<file path="src/rtl/rbd_pkg.sv">
// Shared types for the row boundary decoder.
// Assumes: channel mode is a single bit, where 1 means two channels.
package rbd_pkg;
    typedef enum logic {
        CH_SINGLE = 1'b0,
        CH_DUAL   = 1'b1
    } ch_mode_e;
endpackage

</file>
<file path="src/rtl/rbd_bound_regs.sv">
// Row boundary register bank and channel-mode register.
// What it does: select values 0..NUM_ROWS-1 write a row limit, select
// NUM_ROWS writes the mode, and any higher select is ignored.
// Assumes: the reserved top bit of the write data is dropped by the caller.
module rbd_bound_regs
    import rbd_pkg::*;
#(
    parameter int NUM_ROWS = 8,
    parameter int BND_W    = 7,
    parameter int SEL_W    = 4
) (
    input  logic                           clk,
    input  logic                           rst_n,
    input  logic                           cfg_we,
    input  logic [SEL_W-1:0]               cfg_sel,
    input  logic [BND_W-1:0]               cfg_wdata,
    output logic [NUM_ROWS-1:0][BND_W-1:0] bnd,
    output ch_mode_e                       mode
);
    localparam logic [SEL_W-1:0] MODE_SEL = SEL_W'(NUM_ROWS);

    generate
        for (genvar g = 0; g < NUM_ROWS; g++) begin : g_row
            // Hold one row limit; reset makes the row empty.
            always_ff @(posedge clk) begin
                if (!rst_n)
                    bnd[g] <= '0;
                else if (cfg_we && cfg_sel == SEL_W'(g))
                    bnd[g] <= cfg_wdata;
            end
        end
    endgenerate

    // Hold the channel mode taken from bit 0 of the write data.
    always_ff @(posedge clk) begin
        if (!rst_n)
            mode <= CH_SINGLE;
        else if (cfg_we && cfg_sel == MODE_SEL)
            mode <= ch_mode_e'(cfg_wdata[0]);
    end


    reset_clears_chk: assert property (@(posedge clk)
        !rst_n |=> (bnd == '0 && mode == CH_SINGLE));


    unused_sel_ignored_chk: assert property (@(posedge clk) disable iff (!rst_n)
        (cfg_we && cfg_sel > MODE_SEL) |=> ($stable(bnd) && $stable(mode)));
endmodule

</file>
<file path="src/rtl/rbd_row_qual.sv">
// Works out which rows are populated and the installed total.
// What it does: a row is populated when it is in use under the mode and its
// limit differs from the limit of the row below it (row 0 is compared with zero).
// Assumes: NUM_ROWS is even; dual-channel mode uses the lower half.
module rbd_row_qual
    import rbd_pkg::*;
#(
    parameter int NUM_ROWS = 8,
    parameter int BND_W    = 7
) (
    input  logic [NUM_ROWS-1:0][BND_W-1:0] bnd,
    input  ch_mode_e                       mode,
    output logic [NUM_ROWS-1:0]            pop_map,
    output logic [BND_W-1:0]               total
);
    localparam int HALF = NUM_ROWS / 2;

    generate
        for (genvar g = 0; g < NUM_ROWS; g++) begin : g_pop
            if (g == 0) begin : g_first
                // Row 0 holds memory when its limit is above zero.
                always_comb pop_map[g] = (bnd[g] != '0);
            end else if (g < HALF) begin : g_low
                // Lower rows are in use in both modes.
                always_comb pop_map[g] = (bnd[g] != bnd[g-1]);
            end else begin : g_high
                // Upper rows are in use only with a single channel.
                always_comb pop_map[g] = (mode == CH_SINGLE) && (bnd[g] != bnd[g-1]);
            end
        end
    endgenerate

    // The total is the limit of the highest row in use.
    always_comb total = (mode == CH_DUAL) ? bnd[HALF-1] : bnd[NUM_ROWS-1];
endmodule

</file>
<file path="src/rtl/rbd_match.sv">
// Compares an address with the row limits and registers the result.
// What it does: finds the lowest populated row whose limit is above the
// address unit and presents it one cycle after the request.
// Assumes: UNIT_W >= BND_W; the result holds its value between requests.
module rbd_match #(
    parameter int NUM_ROWS = 8,
    parameter int BND_W    = 7,
    parameter int UNIT_W   = 8,
    parameter int ROW_W    = 3
) (
    input  logic                           clk,
    input  logic                           rst_n,
    input  logic                           lk_valid,
    input  logic [UNIT_W-1:0]              lk_unit,
    input  logic [NUM_ROWS-1:0][BND_W-1:0] bnd,
    input  logic [NUM_ROWS-1:0]            pop_map,
    output logic                           rs_valid,
    output logic                           rs_hit,
    output logic [ROW_W-1:0]               rs_row
);
    logic [NUM_ROWS-1:0] below;
    logic [ROW_W-1:0]    sel_row;
    logic                sel_any;

    generate
        for (genvar g = 0; g < NUM_ROWS; g++) begin : g_cmp
            // The row matches when it is populated and the unit lies under its limit.
            always_comb below[g] = pop_map[g] && (lk_unit < UNIT_W'(bnd[g]));
        end
    endgenerate

    // Choose the lowest-indexed matching row.
    always_comb begin
        sel_row = '0;
        sel_any = 1'b0;
        for (int i = NUM_ROWS - 1; i >= 0; i--) begin
            if (below[i]) begin
                sel_row = ROW_W'(i);
                sel_any = 1'b1;
            end
        end
    end

    // Register the decode one cycle after the request.
    always_ff @(posedge clk) begin
        if (!rst_n) begin
            rs_valid <= 1'b0;
            rs_hit   <= 1'b0;
            rs_row   <= '0;
        end else begin
            rs_valid <= lk_valid;
            if (lk_valid) begin
                rs_hit <= sel_any;
                rs_row <= sel_row;
            end
        end
    end


    rsp_follows_req_chk: assert property (@(posedge clk) disable iff (!rst_n)
        lk_valid |=> rs_valid);


    no_spurious_rsp_chk: assert property (@(posedge clk) disable iff (!rst_n)
        !lk_valid |=> !rs_valid);


    miss_row_zero_chk: assert property (@(posedge clk) disable iff (!rst_n)
        (rs_valid && !rs_hit) |-> (rs_row == '0));


    empty_never_hits_chk: assert property (@(posedge clk) disable iff (!rst_n)
        (lk_valid && pop_map == '0) |=> !rs_hit);
endmodule

</file>
<file path="src/rtl/row_bound_decoder.sv">
// Top of the row boundary decoder.
// What it does: holds the programmable row limits and mode, and decodes a
// byte address into a row with a one-cycle pipeline.
// Assumes: limits are cumulative and counted in units of 2**GRAIN_SHIFT bytes;
// the top bit of each written byte is reserved.
module row_bound_decoder
    import rbd_pkg::*;
#(
    parameter int NUM_ROWS    = 8,
    parameter int BND_W       = 7,
    parameter int ADDR_W      = 34,
    parameter int GRAIN_SHIFT = 26,
    parameter int SEL_W       = $clog2(NUM_ROWS + 1),
    parameter int ROW_W       = $clog2(NUM_ROWS)
) (
    input  logic                clk,
    input  logic                rst_n,
    input  logic                cfg_we,
    input  logic [SEL_W-1:0]    cfg_sel,
    input  logic [BND_W:0]      cfg_wdata,
    input  logic                lk_valid,
    input  logic [ADDR_W-1:0]   lk_addr,
    output logic                rs_valid,
    output logic                rs_hit,
    output logic [ROW_W-1:0]    rs_row,
    output logic [NUM_ROWS-1:0] pop_map,
    output logic [BND_W-1:0]    total_units
);
    localparam int UNIT_W = ADDR_W - GRAIN_SHIFT;
    localparam int HALF   = NUM_ROWS / 2;

    logic [NUM_ROWS-1:0][BND_W-1:0] bnd;
    ch_mode_e                       mode;
    logic [UNIT_W-1:0]              lk_unit;
    logic                           unused_bits;

    // Drop the offset inside a unit and the reserved write bit.
    always_comb begin
        lk_unit     = lk_addr[ADDR_W-1:GRAIN_SHIFT];
        unused_bits = ^{lk_addr[GRAIN_SHIFT-1:0], cfg_wdata[BND_W]};
    end

    rbd_bound_regs #(.NUM_ROWS(NUM_ROWS), .BND_W(BND_W), .SEL_W(SEL_W)) u_regs (
        .clk       (clk),
        .rst_n     (rst_n),
        .cfg_we    (cfg_we),
        .cfg_sel   (cfg_sel),
        .cfg_wdata (cfg_wdata[BND_W-1:0]),
        .bnd       (bnd),
        .mode      (mode)
    );

    rbd_row_qual #(.NUM_ROWS(NUM_ROWS), .BND_W(BND_W)) u_qual (
        .bnd     (bnd),
        .mode    (mode),
        .pop_map (pop_map),
        .total   (total_units)
    );

    rbd_match #(.NUM_ROWS(NUM_ROWS), .BND_W(BND_W), .UNIT_W(UNIT_W), .ROW_W(ROW_W)) u_match (
        .clk      (clk),
        .rst_n    (rst_n),
        .lk_valid (lk_valid),
        .lk_unit  (lk_unit),
        .bnd      (bnd),
        .pop_map  (pop_map),
        .rs_valid (rs_valid),
        .rs_hit   (rs_hit),
        .rs_row   (rs_row)
    );


    dual_low_rows_chk: assert property (@(posedge clk) disable iff (!rst_n)
        (rs_valid && rs_hit && $past(mode) == CH_DUAL) |-> (rs_row < ROW_W'(HALF)));


    hit_row_populated_chk: assert property (@(posedge clk) disable iff (!rst_n)
        (lk_valid && pop_map == '0) |=> !(rs_valid && rs_hit));
endmodule

</file>
<file path="config.mk">
export PLATFORM = sky130hd
export DESIGN_NAME = row_bound_decoder
export DESIGN_NICKNAME = d
export VERILOG_FILES = /design/src/rtl/rbd_pkg.sv /design/src/rtl/rbd_bound_regs.sv /design/src/rtl/rbd_row_qual.sv /design/src/rtl/rbd_match.sv /design/src/rtl/row_bound_decoder.sv
export SDC_FILE = /design/constraint.sdc
export NUM_CORES = 1
export LEC_CHECK = 0
export CAP_MARGIN = 20
export CORE_ASPECT_RATIO = 0.75
export CORE_MARGIN = 5
export CORE_UTILIZATION = 40
export DETAILED_ROUTE_END_ITERATION = 10
export SLEW_MARGIN = 0
export SYNTH_ARGS = -nofsm -noshare
export SYNTH_HDL_FRONTEND = slang
export SYNTH_SLANG_ARGS = --single-unit
</file>
<file path="constraint.sdc">
create_clock -name clk -period 2.3 [get_ports clk]
set_input_delay 0.46 -clock clk [delete_from_list [all_inputs] [get_ports clk]]
set_output_delay 0.46 -clock clk [all_outputs]
set_load 0.01 [all_outputs]
</file>
==> run summary, run 1 <==
core area -> 0.0109 mm²
CTS H-tree lvls -> 3
Vert. Die Dim -> 101 µm
Critical Path AT -> 2470 ps
die area -> 0.0133 mm²
Comb power frac -> 17.6%
Crit path required time -> 2530 ps
I/O pins -> 70
synthesized area -> 0.00442 mm²
max-slew violations -> 0
clk_lat worst skew -> 330 ps
most common cell after layout, fill and taps aside -> nor2b_1
count of hold-fix buffers inserted at cts -> 0
synth unique cells -> 47
width of the die -> 131 µm
worst r2r src -> u_regs.bnd[1]$_SDFFE_PN0P_
Reg2Reg Setup Slack -> 130 ps
worst hold endpoint -> u_match.rs_row[1]$_SDFFE_PN0P_
Reg power frac -> 36.7%
crit end category -> flip-flop
number of buffers created by CTS -> 9
hold_ws -> 471 ps
DR vias/cell -> 5.11
Nets -> 671
reg-to-reg endpoint -> u_match.rs_row[2]$_SDFFE_PN0P_
CTS Sinks -> 62
sequential area share after synthesis -> 28.1%
clock network fraction of design power -> 45.7%
initial antenna violation count -> 0
Internal Pwr Total -> 2230 µW
Synth Net Count -> 582
Row Count -> 33
worst hold start -> u_match.rs_row[1]$_SDFFE_PN0P_
Initial Util -> 40.7%
Max Clock Skew -> 4.93 ps
worst hold-check path type -> flip-flop to flip-flop
via count -> 3666
Routed WL -> 12.9 mm
root buffer cell -> clkbuf_16
Worst Max-Slew Pin Slew -> 527 ps
commonest cells after routing, fill and taps aside -> nor2b_1 (63), mux2i_1 (57), buf_4 (56)
type of origin of the critical path -> primary input
Clk pin slew, worst setup/hold paths -> 60 ps
VDD IR max -> 0.385 mV
fmax -> 448 MHz
grt total ovfl -> 0
Top FF cell, synth -> dfxtp_1
P_sw -> 801 µW
P_leak -> 0.00248 µW
fraction of registers with async set or reset after synthesis -> 0%
Worst R2R Path Depth -> 8
number of flops mapped to enable cells by yosys -> 0
gp weighted congestion -> 0.871
Switching Share -> 26.5%
hpwl dp -> 9.86 mm
cells after synthesis -> 484
global-route wire length before repair -> 20.0 mm
vias in the first global route -> 3594
drc violations -> 0
Longest Clk Path Bufs -> 2
Area Overhead vs Synth -> 31.4%
crit-path max FO -> 5
largest net degree at the start of global routing -> 62
crit path kind -> primary input to flip-flop
Syn Area/Cell -> 9.13 µm²
post-route ant nets -> 0
ratio of cells with drive above 1 in the final layout -> 19.4%
Power Density -> 521 mW/mm²
port bufs -> 42
max_cap viols -> 0
period utilisation layout -> 97.1%
ANT cells -> 0
status -> completed
minimum clock period -> 2230 ps
setup TNS -> 0 ps
DR iter-0 viols -> 137
per-cell routed wire length -> 18.0 µm
CTS tree -> done
Yosys reg bits -> 62
CP Launch Point -> lk_addr[27]
setup violators final -> 0
Worst Hold Path Cells -> 2
Relative slew margins -> 64.8%
Fin. Hold Viols -> 0
synth warn -> 0
DR pass1 iterations -> 4
GR Util All Layers -> 19.5%
repair_timing:
action	in CTS	in global routing
buffers inserted	5	3
cloned	0	0
endpoints found under the setup margin	16	8
resized for setup	24	25
pin swaps	11	17
power groups by stage:
stage          registers (µW)  clock network [µW]  logic [µW]
4_1_cts                  1110                1410         504
3_5_place_dp             1130                   0         492
5_1_grt                  1110                1460         580
2_1_floorplan            1130                   0         249
6_report                 1110                1380         533
3_3_place_gp             1130                   0         480
through the flow:
step	instances	util (%)	power, µW	instance area (µm²)	worst slack (ps)
global route	718	53.5	3150	5810	-11.8
global placement	694	49.0	1610	5330	-518
finish	718	53.5	3030	5810	65.6
detailed placement	694	49.0	1630	5330	-565
CTS	715	52.4	3030	5690	-11.4
floorplan	484	-	1380	4420	201
kinds of logic after synthesis:
group / count (synthesis) / synth area share, %
buffers and inverters: 74 / 6.40
DFF: 62 / 28.1
adders and majority gates: 48 / 13.6
AOI/OAI and AO/OA: 61 / 9.91
xor gates and xnor gates: 49 / 9.71
muxes: 58 / 13.2
and+or+nand+nor: 132 / 19.1
registers in the layout, indices dropped and copies added (netlist names):
register,count
u_regs.bnd,56
u_match.rs_row,3
u_match.rs_valid,1
u_regs.mode,1
u_match.rs_hit,1
cell type report:
cell class	count	area [µm²]
fill	1020	5050
multi-input combinational	348	3030
clock inverter	6	61.3
sequential	62	1250
tap	140	175
inverter	52	195
timing repair buffer	100	855
clock buffer	10	239
cell usage after synthesis (6+ instances only):
cell type / instances / share of area, %
inv_1: 52 / 4.4
nand4_1: 7 / 0.99
nor2_1: 6 / 0.51
a21oi_1: 7 / 0.79
o21ai_0: 17 / 1.9
xnor2_1: 23 / 4.6
xor2_1: 26 / 5.2
ha_1: 48 / 14
mux2i_1: 57 / 13
clkbuf_1: 18 / 1.5
dfxtp_1: 62 / 28
a21o_1: 8 / 1.4
nor3b_1: 8 / 1.4
nand2_1: 12 / 1.0
nor2b_1: 64 / 9.1
nor4_1: 6 / 0.85
how the worst max path moves through the flow:
stage,to,slack (ps),cells past startpoint
floorplan,u_match.rs_row[2]$_SDFFE_PN0P_,200,8
global placement,u_match.rs_row[2]$_SDFFE_PN0P_,-520,9
detailed placement,u_match.rs_row[2]$_SDFFE_PN0P_,-560,9
CTS,u_match.rs_row[2]$_SDFFE_PN0P_,-10,8
global route,u_match.rs_row[2]$_SDFFE_PN0P_,-10,9
finish,u_match.rs_row[2]$_SDFFE_PN0P_,70,8
routing by layer:
| metal | share of wire (%) | routed length, µm | GRT usage [%] | vias up |
|---|---|---|---|---|
| li1 | - | - | - | 1835 |
| met1 | 50 | 6400 | 27.5 | 1738 |
| met2 | 43 | 5550 | 29.1 | 80 |
| met3 | 6.4 | 825 | 5.54 | 13 |
| met4 | 1.2 | 151 | 5.30 | 0 |
| met5 | 0 | 0 | 0 | - |
worst max-delay path, cell delays in order:
cell and delay (ps):
dlygate4sd2_1 320, ha_1 360, a2111oi_4 500, nor3_4 80, o41ai_4 290, nor4_4 100, a21boi_2 160, o21a_1 180
Power figures use the tool's default switching activity.
==> inputs of run 2 (changes only) <==
--- a/config.mk
+++ b/config.mk
@@ -5,9 +5,7 @@
 export SDC_FILE = /design/constraint.sdc
 export NUM_CORES = 1
 export LEC_CHECK = 0
-export CAP_MARGIN = 20
 export CORE_ASPECT_RATIO = 0.75
-export CORE_MARGIN = 5
 export CORE_UTILIZATION = 40
 export DETAILED_ROUTE_END_ITERATION = 10
 export SLEW_MARGIN = 0
==> run 2 against run 1 <==
Effect of this change: clock power is 7% higher; combinational power is 4.3% lower; maximum frequency is essentially flat; sequential power is essentially flat; cell count fell by 1.7%; clock skew rose by 4.1 ps.
==> run summary, run 2 (synthesis gave the netlist of run 1 again) <==
Worst Max-Slew Pin Slew -> 589 ps (was 527 ps)
Routed WL -> 12.9 mm (about the same)
port bufs -> 42 (unchanged)
worst hold endpoint -> u_match.rs_row[1]$_SDFFE_PN0P_ (unchanged)
root buffer cell -> clkbuf_16 (unchanged)
CTS Sinks -> 62 (unchanged)
I/O pins -> 70 (unchanged)
DR pass1 iterations -> 4 (unchanged)
period utilisation layout -> 97.2% (was 97.1%)
Row Count -> 32 (was 33)
VDD IR max -> 0.354 mV (was 0.385 mV)
DR iter-0 viols -> 169 (was 137)
type of origin of the critical path -> primary input (unchanged)
gp weighted congestion -> 0.890 (was 0.871)
crit path kind -> primary input to flip-flop (unchanged)
Non-Filler Instances -> 706 (was 718)
GR Util All Layers -> 24.2% (was 19.5%)
worst hold start -> u_match.rs_row[1]$_SDFFE_PN0P_ (unchanged)
Power Density -> 543 mW/mm² (was 521 mW/mm²)
critical path's top delay family -> compound AO/OA/AOI/OAI gates (unchanged)
reg-to-reg endpoint -> u_match.rs_row[2]$_SDFFE_PN0P_ (unchanged)
top flop regs -> u_regs.bnd (56), u_match.rs_row (3) (unchanged)
Reg2Reg Setup Slack -> 140 ps (was 130 ps)
P_leak -> 0.00245 µW (was 0.00248 µW)
status -> completed (unchanged)
Clk pin slew, worst setup/hold paths -> 50 ps (was 60 ps)
worst hold-check path type -> flip-flop to flip-flop (unchanged)
max-slew violations -> 0 (unchanged)
grt total ovfl -> 0 (unchanged)
Max Clock Skew -> 9.06 ps (was 4.93 ps)
via count -> 3699 (was 3666)
Nets -> 664 (was 671)
Crit path required time -> 2570 ps (was 2530 ps)
crit-path max cell delay -> 320 ps (was 500 ps)
hpwl dp -> 9.69 mm (was 9.86 mm)
Critical Path AT -> 2510 ps (was 2470 ps)
Final Worst Setup Slack -> 64.0 ps (was 65.6 ps)
fill cell count -> 957 (was 1020)
RSZ-0062 raised after global routing -> false
Vert. Die Dim -> 93.0 µm (was 101 µm)
crit end category -> flip-flop (unchanged)
most common cell after layout, fill and taps aside -> nor2b_1 (unchanged)
width of the die -> 123 µm (was 131 µm)
CTS H-tree lvls -> 3 (unchanged)
global-route wire length before repair -> 20.5 mm (was 20.0 mm)
drc violations -> 0 (unchanged)
met3 wire len -> 710 µm (was 825 µm)
uppermost routed layer -> met5 (was met4)
DR vias/cell -> 5.24 (was 5.11)
per-cell routed wire length -> 18.2 µm (was 18.0 µm)
hold_ws -> 460 ps (was 471 ps)
clk_lat worst skew -> 340 ps (was 330 ps)
max reg flops -> 56 (unchanged)
vias in the first global route -> 3806 (was 3594)
fmax -> 447 MHz (was 448 MHz)
CP Launch Point -> lk_addr[27] (unchanged)
commonest cells after routing, fill and taps aside -> nor2b_1 (63), mux2i_1 (57), dfxtp_1 (53) (was nor2b_1 (63), mux2i_1 (57), buf_4 (56))
minimum clock period -> 2240 ps (was 2230 ps)
Fin. Hold Viols -> 0 (unchanged)
setup TNS -> 0 ps (unchanged)
Worst Hold Path Cells -> 2 (unchanged)
ratio of cells with drive above 1 in the final layout -> 17.4% (was 19.4%)
crit-path max FO -> 5 (unchanged)
Critical Path Slowest Stage Cell -> dlygate4sd2_1 (was a2111oi_4)
setup violators final -> 0 (unchanged)
count of buffer and inverter cells on the critical path -> 2 (was 1)
Worst R2R Path Depth -> 8 (unchanged)
ANT cells -> 0 (unchanged)
Longest Clk Path Bufs -> 2 (unchanged)
largest net degree at the start of global routing -> 48 (was 62)
core area -> 0.0105 mm² (was 0.0109 mm²)
CTS tree -> done (unchanged)
die area -> 0.0115 mm² (was 0.0133 mm²)
max_cap viols -> 0 (unchanged)
Initial Util -> 42.1% (was 40.7%)
Util after Layout -> 54.5% (was 53.5%)
initial antenna violation count -> 1 (was 0)
post-route ant nets -> 0 (unchanged)
met2 WL -> 5.44 mm (was 5.55 mm)
register with the most flip-flops -> u_regs.bnd (unchanged)
Relative slew margins -> 60.6% (was 64.8%)
number of buffers created by CTS -> 9 (unchanged)
CP cell instances -> dlygate4sd2_1 -> buf_4 -> ha_1 -> o21ai_0 -> o21bai_1 -> a21oi_1 -> o211a_2 -> nor4_4 -> a21boi_1 -> o21a_1 (was dlygate4sd2_1 -> ha_1 -> a2111oi_4 -> nor3_4 -> o41ai_4 -> nor4_4 -> a21boi_2 -> o21a_1)
dpl ws -> -530 ps (was -565 ps)
Met1 Routed Length -> 6.52 mm (was 6.40 mm)
worst r2r src -> u_regs.bnd[1]$_SDFFE_PN0P_ (unchanged)
Area Overhead vs Synth -> 29.3% (was 31.4%)
# placed instances -> 685 (was 694)
## run 2: cell count changes in the layout (fill, tap and decap cells not counted), sizes merged
| cell | delta |
|---|---|
| clkinv | -2 |
| clkinvlp | -1 |
| dlygate4sd2 | +1 |
| buf | -7 |
| bufinv | +1 |
## run 2: layout make-up
| class | count | area, µm² | share of cell area (%) |
|---|---|---|---|
| multi-input cells | 348 | 2970 | 51.9 |
| flip-flops and latches | 62 | 1250 | 21.9 |
| repair buffers | 93 | 806 | 14.1 |
| clock buffers | 11 | 253 | 4.42 |
| inverters | 52 | 195 | 3.42 |
| well taps | 136 | 170 | 2.98 |
| clock inverters | 4 | 70.1 | 1.23 |
## run 2: repair_timing
item,CTS,global route
endpoints found under the setup margin,17,8
setup buffers,6,0
gates resized for setup,27,14
hold buffers,0,0
pin swaps,11,9
## run 2: metal layers
| layer | vias to the layer above | track usage, % |
|---|---|---|
| met2 | 99 | 36.9 |
| met3 | 21 | 6.22 |
| met4 | 2 | 7.43 |
| li1 | 1826 | - |
| met5 | - | 0 |
| met1 | 1751 | 33.2 |
## run 2: worst max path at each step
stage,slack (ps),cells past startpoint,endpoint
floorplan,200,8,u_match.rs_row[2]$_SDFFE_PN0P_
global placement,-440,10,u_match.rs_row[2]$_SDFFE_PN0P_
detailed placement,-530,10,u_match.rs_row[2]$_SDFFE_PN0P_
CTS,5,6,pop_map[7]
global route,3,9,u_match.rs_row[1]$_SDFFE_PN0P_
finish,60,10,u_match.rs_row[2]$_SDFFE_PN0P_
## run 2: report_power, final
| part | leakage [µW] | total (µW) | switching, µW | internal [µW] |
|---|---|---|---|---|
| Sequential | 0.000506 | 1110 | 19.7 | 1090 |
| Combinational | 0.00178 | 510 | 252 | 258 |
| Clock | 0.000161 | 1480 | 484 | 997 |
| Total | 0.00245 | 3100 | 756 | 2350 |
## run 2: per-stage QoR
step | instance area (µm²) | power [µW]
6_report | 5710 | 3100
5_1_grt | 5710 | 3230
4_1_cts | 5680 | 3120
3_5_place_dp | 5280 | 1620
3_3_place_gp | 5280 | 1600
2_1_floorplan | 4420 | 1380
## run 2: tightest hold or removal path: stages, from the launching register on
cell	delay [ps]
dfxtp_1	300
nand2_1	50
o2bb2ai_1	60
==> inputs of run 3 (changes only) <==
--- a/config.mk
+++ b/config.mk
@@ -7,6 +7,7 @@
 export LEC_CHECK = 0
 export CORE_ASPECT_RATIO = 0.75
 export CORE_UTILIZATION = 40
+export CTS_BUF_LIST = sky130_fd_sc_hd__clkbuf_4 sky130_fd_sc_hd__clkbuf_8 sky130_fd_sc_hd__clkbuf_16
 export DETAILED_ROUTE_END_ITERATION = 10
 export SLEW_MARGIN = 0
 export SYNTH_ARGS = -nofsm -noshare
==> results of run 3 <==
Same layout as run 2: the final DEF is identical, and so are final timing and power.
